$ cat config.mk
export PLATFORM = sky130hd
export DESIGN_NAME = pwm_timebase
export DESIGN_NICKNAME = d
export VERILOG_FILES = /design/src/rtl/pwm_pkg.sv /design/src/rtl/pwm_prescaler.sv /design/src/rtl/pwm_shadow.sv /design/src/rtl/pwm_counter.sv /design/src/rtl/pwm_timebase.sv
export SDC_FILE = /design/constraint.sdc
export NUM_CORES = 1
export LEC_CHECK = 0
export ABC_CLOCK_PERIOD_IN_PS = 7360
export BUFFER_PORTS_ARGS = -buffer_cell sky130_fd_sc_hd__buf_2
export CORE_AREA = 2 2 102 104
export CTS_CLUSTER_DIAMETER = 120
export DETAILED_ROUTE_END_ITERATION = 8
export DIE_AREA = 0 0 104 106
export PLACE_DENSITY = 0.8
export SYNTH_ARGS = -nofsm -noshare
export SYNTH_HDL_FRONTEND = slang
export SYNTH_SLANG_ARGS = --single-unit
$ cat constraint.sdc
create_clock -name clk_i -period 7.36 [get_ports clk_i]
set_input_delay 0.736 -clock clk_i [delete_from_list [all_inputs] [get_ports clk_i]]
set_output_delay 0.736 -clock clk_i [all_outputs]
set_load 0.03 [all_outputs]
$ cat src/rtl/pwm_pkg.sv
package pwm_pkg;
  typedef enum logic {MODE_EDGE = 1'b0, MODE_CENTER = 1'b1} pwm_mode_e;
  typedef enum logic {DIR_UP = 1'b0, DIR_DOWN = 1'b1} pwm_dir_e;
  localparam int unsigned N_SHD = 2;
  localparam int unsigned SHD_PER = 0;
  localparam int unsigned SHD_CMP = 1;
endpackage

$ cat src/rtl/pwm_prescaler.sv
module pwm_prescaler #(
  parameter int unsigned PW = 16
) (
  input  logic          clk_i,
  input  logic          rst_ni,
  input  logic          run_i,
  input  logic          restart_i,
  input  logic [PW-1:0] div_i,
  output logic          tick_o
);
  localparam logic [PW-1:0] ONE = PW'(1);

  logic [PW-1:0] cnt_q;
  logic          hit;

  assign hit    = cnt_q >= div_i;
  assign tick_o = run_i & hit;

  always_ff @(posedge clk_i or negedge rst_ni) begin
    if (!rst_ni) cnt_q <= '0;
    else if (!run_i || restart_i || hit) cnt_q <= '0;
    else cnt_q <= cnt_q + ONE;
  end


  tick_gap_chk: assert property (@(posedge clk_i) disable iff (!rst_ni)
    tick_o |=> (!tick_o || div_i == '0));
endmodule

$ cat src/rtl/pwm_shadow.sv
module pwm_shadow
  import pwm_pkg::*;
#(
  parameter int unsigned W = 16
) (
  input  logic      clk_i,
  input  logic      rst_ni,
  input  logic      wr_per_i,
  input  logic      wr_cmp_i,
  input  logic [W-1:0] wdata_i,
  input  pwm_mode_e mode_i,
  input  logic      load_i,
  output logic [W-1:0] per_o,
  output logic [W-1:0] cmp_o,
  output pwm_mode_e mode_o
);
  logic [N_SHD-1:0] wr;
  logic [W-1:0]     shd_q [N_SHD];
  logic [W-1:0]     act_q [N_SHD];

  assign wr[SHD_PER] = wr_per_i;
  assign wr[SHD_CMP] = wr_cmp_i;

  for (genvar g = 0; g < N_SHD; g++) begin : g_fld
    always_ff @(posedge clk_i or negedge rst_ni) begin
      if (!rst_ni) begin
        shd_q[g] <= '0;
        act_q[g] <= '0;
      end else begin
        if (wr[g])  shd_q[g] <= wdata_i;
        if (load_i) act_q[g] <= shd_q[g];
      end
    end
  end

  always_ff @(posedge clk_i or negedge rst_ni) begin
    if (!rst_ni)     mode_o <= MODE_EDGE;
    else if (load_i) mode_o <= mode_i;
  end

  assign per_o = act_q[SHD_PER];
  assign cmp_o = act_q[SHD_CMP];


  act_hold_chk: assert property (@(posedge clk_i) disable iff (!rst_ni)
    !load_i |=> ($stable(per_o) && $stable(cmp_o) && $stable(mode_o)));
endmodule

$ cat src/rtl/pwm_counter.sv
module pwm_counter
  import pwm_pkg::*;
#(
  parameter int unsigned W = 16
) (
  input  logic      clk_i,
  input  logic      rst_ni,
  input  logic      active_i,
  input  logic      tick_i,
  input  logic      restart_i,
  input  logic [W-1:0] per_i,
  input  pwm_mode_e mode_i,
  output logic [W-1:0] cnt_o,
  output logic      start_o,
  output logic      load_o
);
  localparam logic [W-1:0] ONE = W'(1);

  logic [W-1:0] cnt_q;
  pwm_dir_e     dir_q;
  logic         wrap;

  // center mode with P<=1 has no distinct down leg
  always_comb begin
    if (mode_i == MODE_EDGE)  wrap = cnt_q >= per_i;
    else if (dir_q == DIR_UP) wrap = (cnt_q >= per_i) && (per_i <= ONE);
    else                      wrap = cnt_q <= ONE;
  end

  assign start_o = active_i & (restart_i | (tick_i & wrap));
  assign load_o  = !active_i | start_o;

  always_ff @(posedge clk_i or negedge rst_ni) begin
    if (!rst_ni) begin
      cnt_q <= '0;
      dir_q <= DIR_UP;
    end else if (load_o) begin
      cnt_q <= '0;
      dir_q <= DIR_UP;
    end else if (tick_i) begin
      if (mode_i == MODE_EDGE || (dir_q == DIR_UP && cnt_q < per_i)) begin
        cnt_q <= cnt_q + ONE;
      end else begin
        cnt_q <= cnt_q - ONE;
        dir_q <= DIR_DOWN;
      end
    end
  end

  assign cnt_o = cnt_q;


  cnt_range_chk: assert property (@(posedge clk_i) disable iff (!rst_ni)
    active_i |-> cnt_q <= per_i);

  dir_mode_chk: assert property (@(posedge clk_i) disable iff (!rst_ni)
    dir_q == DIR_DOWN |-> mode_i == MODE_CENTER);
endmodule

$ cat src/rtl/pwm_timebase.sv
module pwm_timebase
  import pwm_pkg::*;
#(
  parameter int unsigned W     = 16,
  parameter int unsigned PSC_W = 16
) (
  input  logic             clk_i,
  input  logic             rst_ni,
  input  logic             en_i,
  input  logic             center_i,
  input  logic             master_i,
  input  logic [PSC_W-1:0] psc_i,
  input  logic             wr_per_i,
  input  logic             wr_cmp_i,
  input  logic [W-1:0]     wdata_i,
  input  logic             sync_i,
  output logic             pwm_o,
  output logic [W-1:0]     cnt_o,
  output logic             update_o,
  output logic             trig_o
);
  logic         run_q, active, restart, tick, start, load, upd_q;
  logic [W-1:0] per_act, cmp_act;
  pwm_mode_e    mode_act;

  assign active  = en_i & run_q;
  assign restart = active & ~master_i & sync_i;

  always_ff @(posedge clk_i or negedge rst_ni) begin
    if (!rst_ni) begin
      run_q <= 1'b0;
      upd_q <= 1'b0;
    end else begin
      run_q <= en_i;
      upd_q <= start;
    end
  end

  pwm_prescaler #(.PW(PSC_W)) u_psc (
    .clk_i, .rst_ni, .run_i(active), .restart_i(restart), .div_i(psc_i), .tick_o(tick)
  );

  pwm_shadow #(.W(W)) u_shd (
    .clk_i, .rst_ni, .wr_per_i, .wr_cmp_i, .wdata_i,
    .mode_i(pwm_mode_e'(center_i)), .load_i(load),
    .per_o(per_act), .cmp_o(cmp_act), .mode_o(mode_act)
  );

  pwm_counter #(.W(W)) u_cnt (
    .clk_i, .rst_ni, .active_i(active), .tick_i(tick), .restart_i(restart),
    .per_i(per_act), .mode_i(mode_act), .cnt_o, .start_o(start), .load_o(load)
  );

  assign pwm_o    = run_q & (cnt_o < cmp_act);
  assign update_o = upd_q;
  assign trig_o   = upd_q & master_i;


  upd_zero_chk: assert property (@(posedge clk_i) disable iff (!rst_ni)
    update_o |-> cnt_o == '0);

  duty_full_chk: assert property (@(posedge clk_i) disable iff (!rst_ni)
    (run_q && cmp_act > per_act) |-> pwm_o);

  duty_zero_chk: assert property (@(posedge clk_i) disable iff (!rst_ni)
    cmp_act == '0 |-> !pwm_o);

  trig_upd_chk: assert property (@(posedge clk_i) disable iff (!rst_ni)
    trig_o |-> update_o);

  idle_chk: assert property (@(posedge clk_i) disable iff (!rst_ni)
    !run_q |-> (cnt_o == '0 && !pwm_o));
endmodule

==> flow_summary.yaml <==
pwr:
  total_leakage_power_nw: 3.23
  peakVddDrop_uv: 142
  pwr_density_cell_nw_per_um2: 181
cells_and_area:
  multi_input_area_um2: 2980
  final_cell_count_no_fill: 716
  seq_area_um2: 2500
  final.fill_count: 825
  area_delta_synth_final_pct: 9.93
  design_area_um2: 6340
  n_antenna_cell: 0
  layout-drive-gt1-share_pct: 26.0
  final_nets: 667
worst_setup_path:
  path_common_cell: "or3_4"
  rr_worst_depth: 8
  worstSetupPathType: "reg2reg"
  end_kind: "flop"
  startpoint: "u_cnt.cnt_o[3]"
  worstSetupStartpointType: "flop"
  r2r_end: "u_shd.per_o[4]"
  worstPathArrival_ns: 4.24
  worst-path-max-fanout: 28
  critPathCapture: "u_shd.per_o[4]"
  r2r-start: "u_cnt.cnt_o[3]"
  slowest_delay_ns: 0.67
  r2r_slack_ns: 3.38
  cp.required_ns: 7.62
  cpMaxStageDelayCell: "a21oi_4"
  crit_chain: "or4_4 -> or3_4 -> or3_4 -> nor4_4 -> a31oi_1 -> a21oi_4 -> buf_4 -> mux2_4"
synthesis:
  synth_top_area_share_pct: 43.4
  syn_avg_cell_area_um2: 11.1
  synth_ff_type: "dfrtp_1"
  synthesis.area_um2: 5770
  synth-seq-cells: 100
  syn_nets: 610
  yosys_warnings: 0
  synthDistinctLibCells: 55
  ys_top_cells_by_area: "dfrtp_1 43%, ha_1 11%, mux2_4 7.8%"
  synth_cells: 519
  async_flop_share_pct: 100
  synth_seq_area_share_pct: 43.4
  synth-edff-count: 0
  yosysTopAreaCell: "dfrtp_1"
job:
  drv_cap: 0
clocking:
  clock_latency_ns: 0.37
  cts.reportedPaths.clkPinSlew_ns: 0.09
  htreeDepth: 3
  cts_resized: 0
  cts_hold_buf: 0
  clk_path_buf_depth: 2
  root_buffer: "clkbuf_8"
  cts_buffers: 9
  clock-sinks: 100
  cts_tree: "built"
  postCtsSetupRepairBufs: 0
timing:
  tns_ns: 0
  rsz0062_at_grt: "no"
  finalHoldViolCount: 0
  slew_headroom_pct: 49.0
  fmax_mhz: 251
  finalSetupViolCount: 0
  final_max_slew_viol_count: 0
  period_needed_ns: 3.98
  fin_skew_ns: 0.0119
  fin_crit_sh_pct: 54.1
  worst_slew_pin_slew_ns: 0.763
detailed_routing:
  via_per_inst: 5.71
  routed_wl_mm: 11.6
  dr.pass1.iters: 4
  vias: 4088
  ant_nets: 0
  drt-initial-drc-count: 166
  route.detailed.drc: 0
  wl_per_cell_um: 16.3
grt:
  grt_max_degree: 61
  grt_overflow: 0
  grt_pass1_wl_mm: 19.9
  antenna_found_initial: 0
  grtUsageTotal_pct: 22.5
  grt_pass1_vias: 4171
floorplan:
  ios: 59
  core_area_um2: 10000
  fp.dieArea_um2: 11000
  fp.dieH_um: 106
  core.rowCount: 37
  die_x_um: 104
  initial_core_util_pct: 57.7
place:
  place_area_um2: 6150
  dpl.cell_count: 701
  dpl.hpwl_mm: 8.86
  port_buffers: 58
  place_congestion: 0.910
status:
  outcome: "finished clean"
hold_path:
  hold_class: "in2async"
layer usage:
metal,global-route usage [%],up-vias,wire length [µm]
met4,10.0,0,364
met2,38.2,128,5750
met3,4.66,28,588
met1,27.9,1983,4940
li1,-,1949,-
met5,0,-,0
layout make-up:
| class | count | area share [%] |
|---|---|---|
| Inverter | 49 | 2.90 |
| Clock buffer | 10 | 2.01 |
| Timing Repair Buffer | 61 | 4.97 |
| Tap cell | 136 | 2.68 |
| Clock inverter | 5 | 0.967 |
| Multi-Input combinational cell | 355 | 47.0 |
| Sequential cell | 100 | 39.5 |
sequential cells by signal (all words and copies together), names as in the netlist:
register / count
u_psc.cnt_q: 16
u_shd.per_o: 16
run_q: 1
u_cnt.cnt_o: 16
u_shd.cmp_o: 16
u_shd.mode_o: 1
update_o: 1
u_cnt.dir_q: 1
u_shd.shd_q: 32
cell families after synthesis:
| kind of cell | Yosys count | synth area share, % |
|---|---|---|
| and+or+nand+nor | 142 | 13.1 |
| AOI/OAI and AO/OA | 66 | 8.03 |
| DFF | 100 | 43.4 |
| buffers and inverters | 64 | 4.95 |
| adders and majority gates | 51 | 11.1 |
| xor gates and xnor gates | 26 | 3.95 |
| muxes | 70 | 15.5 |
power by group:
part / total, mW / leakage (nW) / switching, mW / internal (mW)
Clock: 0.341 / 0.0967 / 0.184 / 0.157
Sequential: 0.633 / 1.25 / 0.0364 / 0.597
Combinational: 0.172 / 1.88 / 0.0787 / 0.0932
worst max-delay path, delay by kind of cell (launching register included):
family,cells,cell delay (ns)
and+or+nand+nor,4,1.56
AOI/OAI and AO/OA,2,0.88
buffers and inverters,1,0.54
DFF,1,0.52
muxes,1,0.34
layout by cell type, fill, tap and decap left out, types with 2 or more instances in the layout:
cell	Yosys	final
dfrtp_1	100	100
buf_2	0	57
ha_1	51	51
inv_1	49	49
nor2_1	42	42
mux2_2	32	32
mux2_4	30	30
nand2_1	20	20
xnor2_1	17	17
a21oi_1	16	16
nand3_1	15	15
a21o_1	13	13
nor4_1	11	11
nand4_1	9	9
xor2_1	9	9
clkbuf_8	0	9
o21ai_0	8	8
and3_1	8	8
nor3_1	7	7
nand2b_1	6	6
a2bb2oi_1	6	6
a31oi_1	5	5
or3_1	5	5
mux2i_1	5	5
buf_4	1	4
a211oi_1	3	3
and2_1	3	3
a22oi_1	3	3
mux2_1	3	3
o211ai_1	2	2
a31o_2	2	2
or3_4	2	2
clkinv_4	0	2
how the worst min path moves through the flow:
stage	end	depth (start not counted)
after global placement	u_shd.cmp_o[14]	1
after floorplan	run_q	0
final	u_cnt.cnt_o[6]	1
after detailed placement	u_shd.cmp_o[14]	1
after CTS	u_cnt.cnt_o[6]	1
after global routing	u_cnt.cnt_o[6]	1
per-stage QoR:
| step | utilization, % | hold WS (ns) | setup slack [ns] | power (mW) |
|---|---|---|---|---|
| floorplan | - | 0.440 | 4.19 | 0.762 |
| global placement | 61.5 | 0.473 | 3.51 | 0.805 |
| detailed placement | 61.5 | 0.480 | 3.38 | 0.818 |
| CTS | 63.4 | 0.342 | 3.37 | 1.16 |
| global route | 63.4 | 0.355 | 3.19 | 1.20 |
| finish | 63.4 | 0.340 | 3.38 | 1.15 |
cells in the mapped netlist (5+ instances only):
cell type and n:
a21o_1 13, a21oi_1 16, a2bb2oi_1 6, a31oi_1 5
and3_1 8, buf_6 5, clkbuf_1 8, dfrtp_1 100
ha_1 51, inv_1 49, mux2_2 32, mux2_4 30
mux2i_1 5, nand2_1 20, nand2b_1 6, nand3_1 15
nand4_1 9, nor2_1 42, nor3_1 7, nor4_1 11
o21ai_0 8, or3_1 5, xnor2_1 17, xor2_1 9
Power figures use the tool's default switching activity.
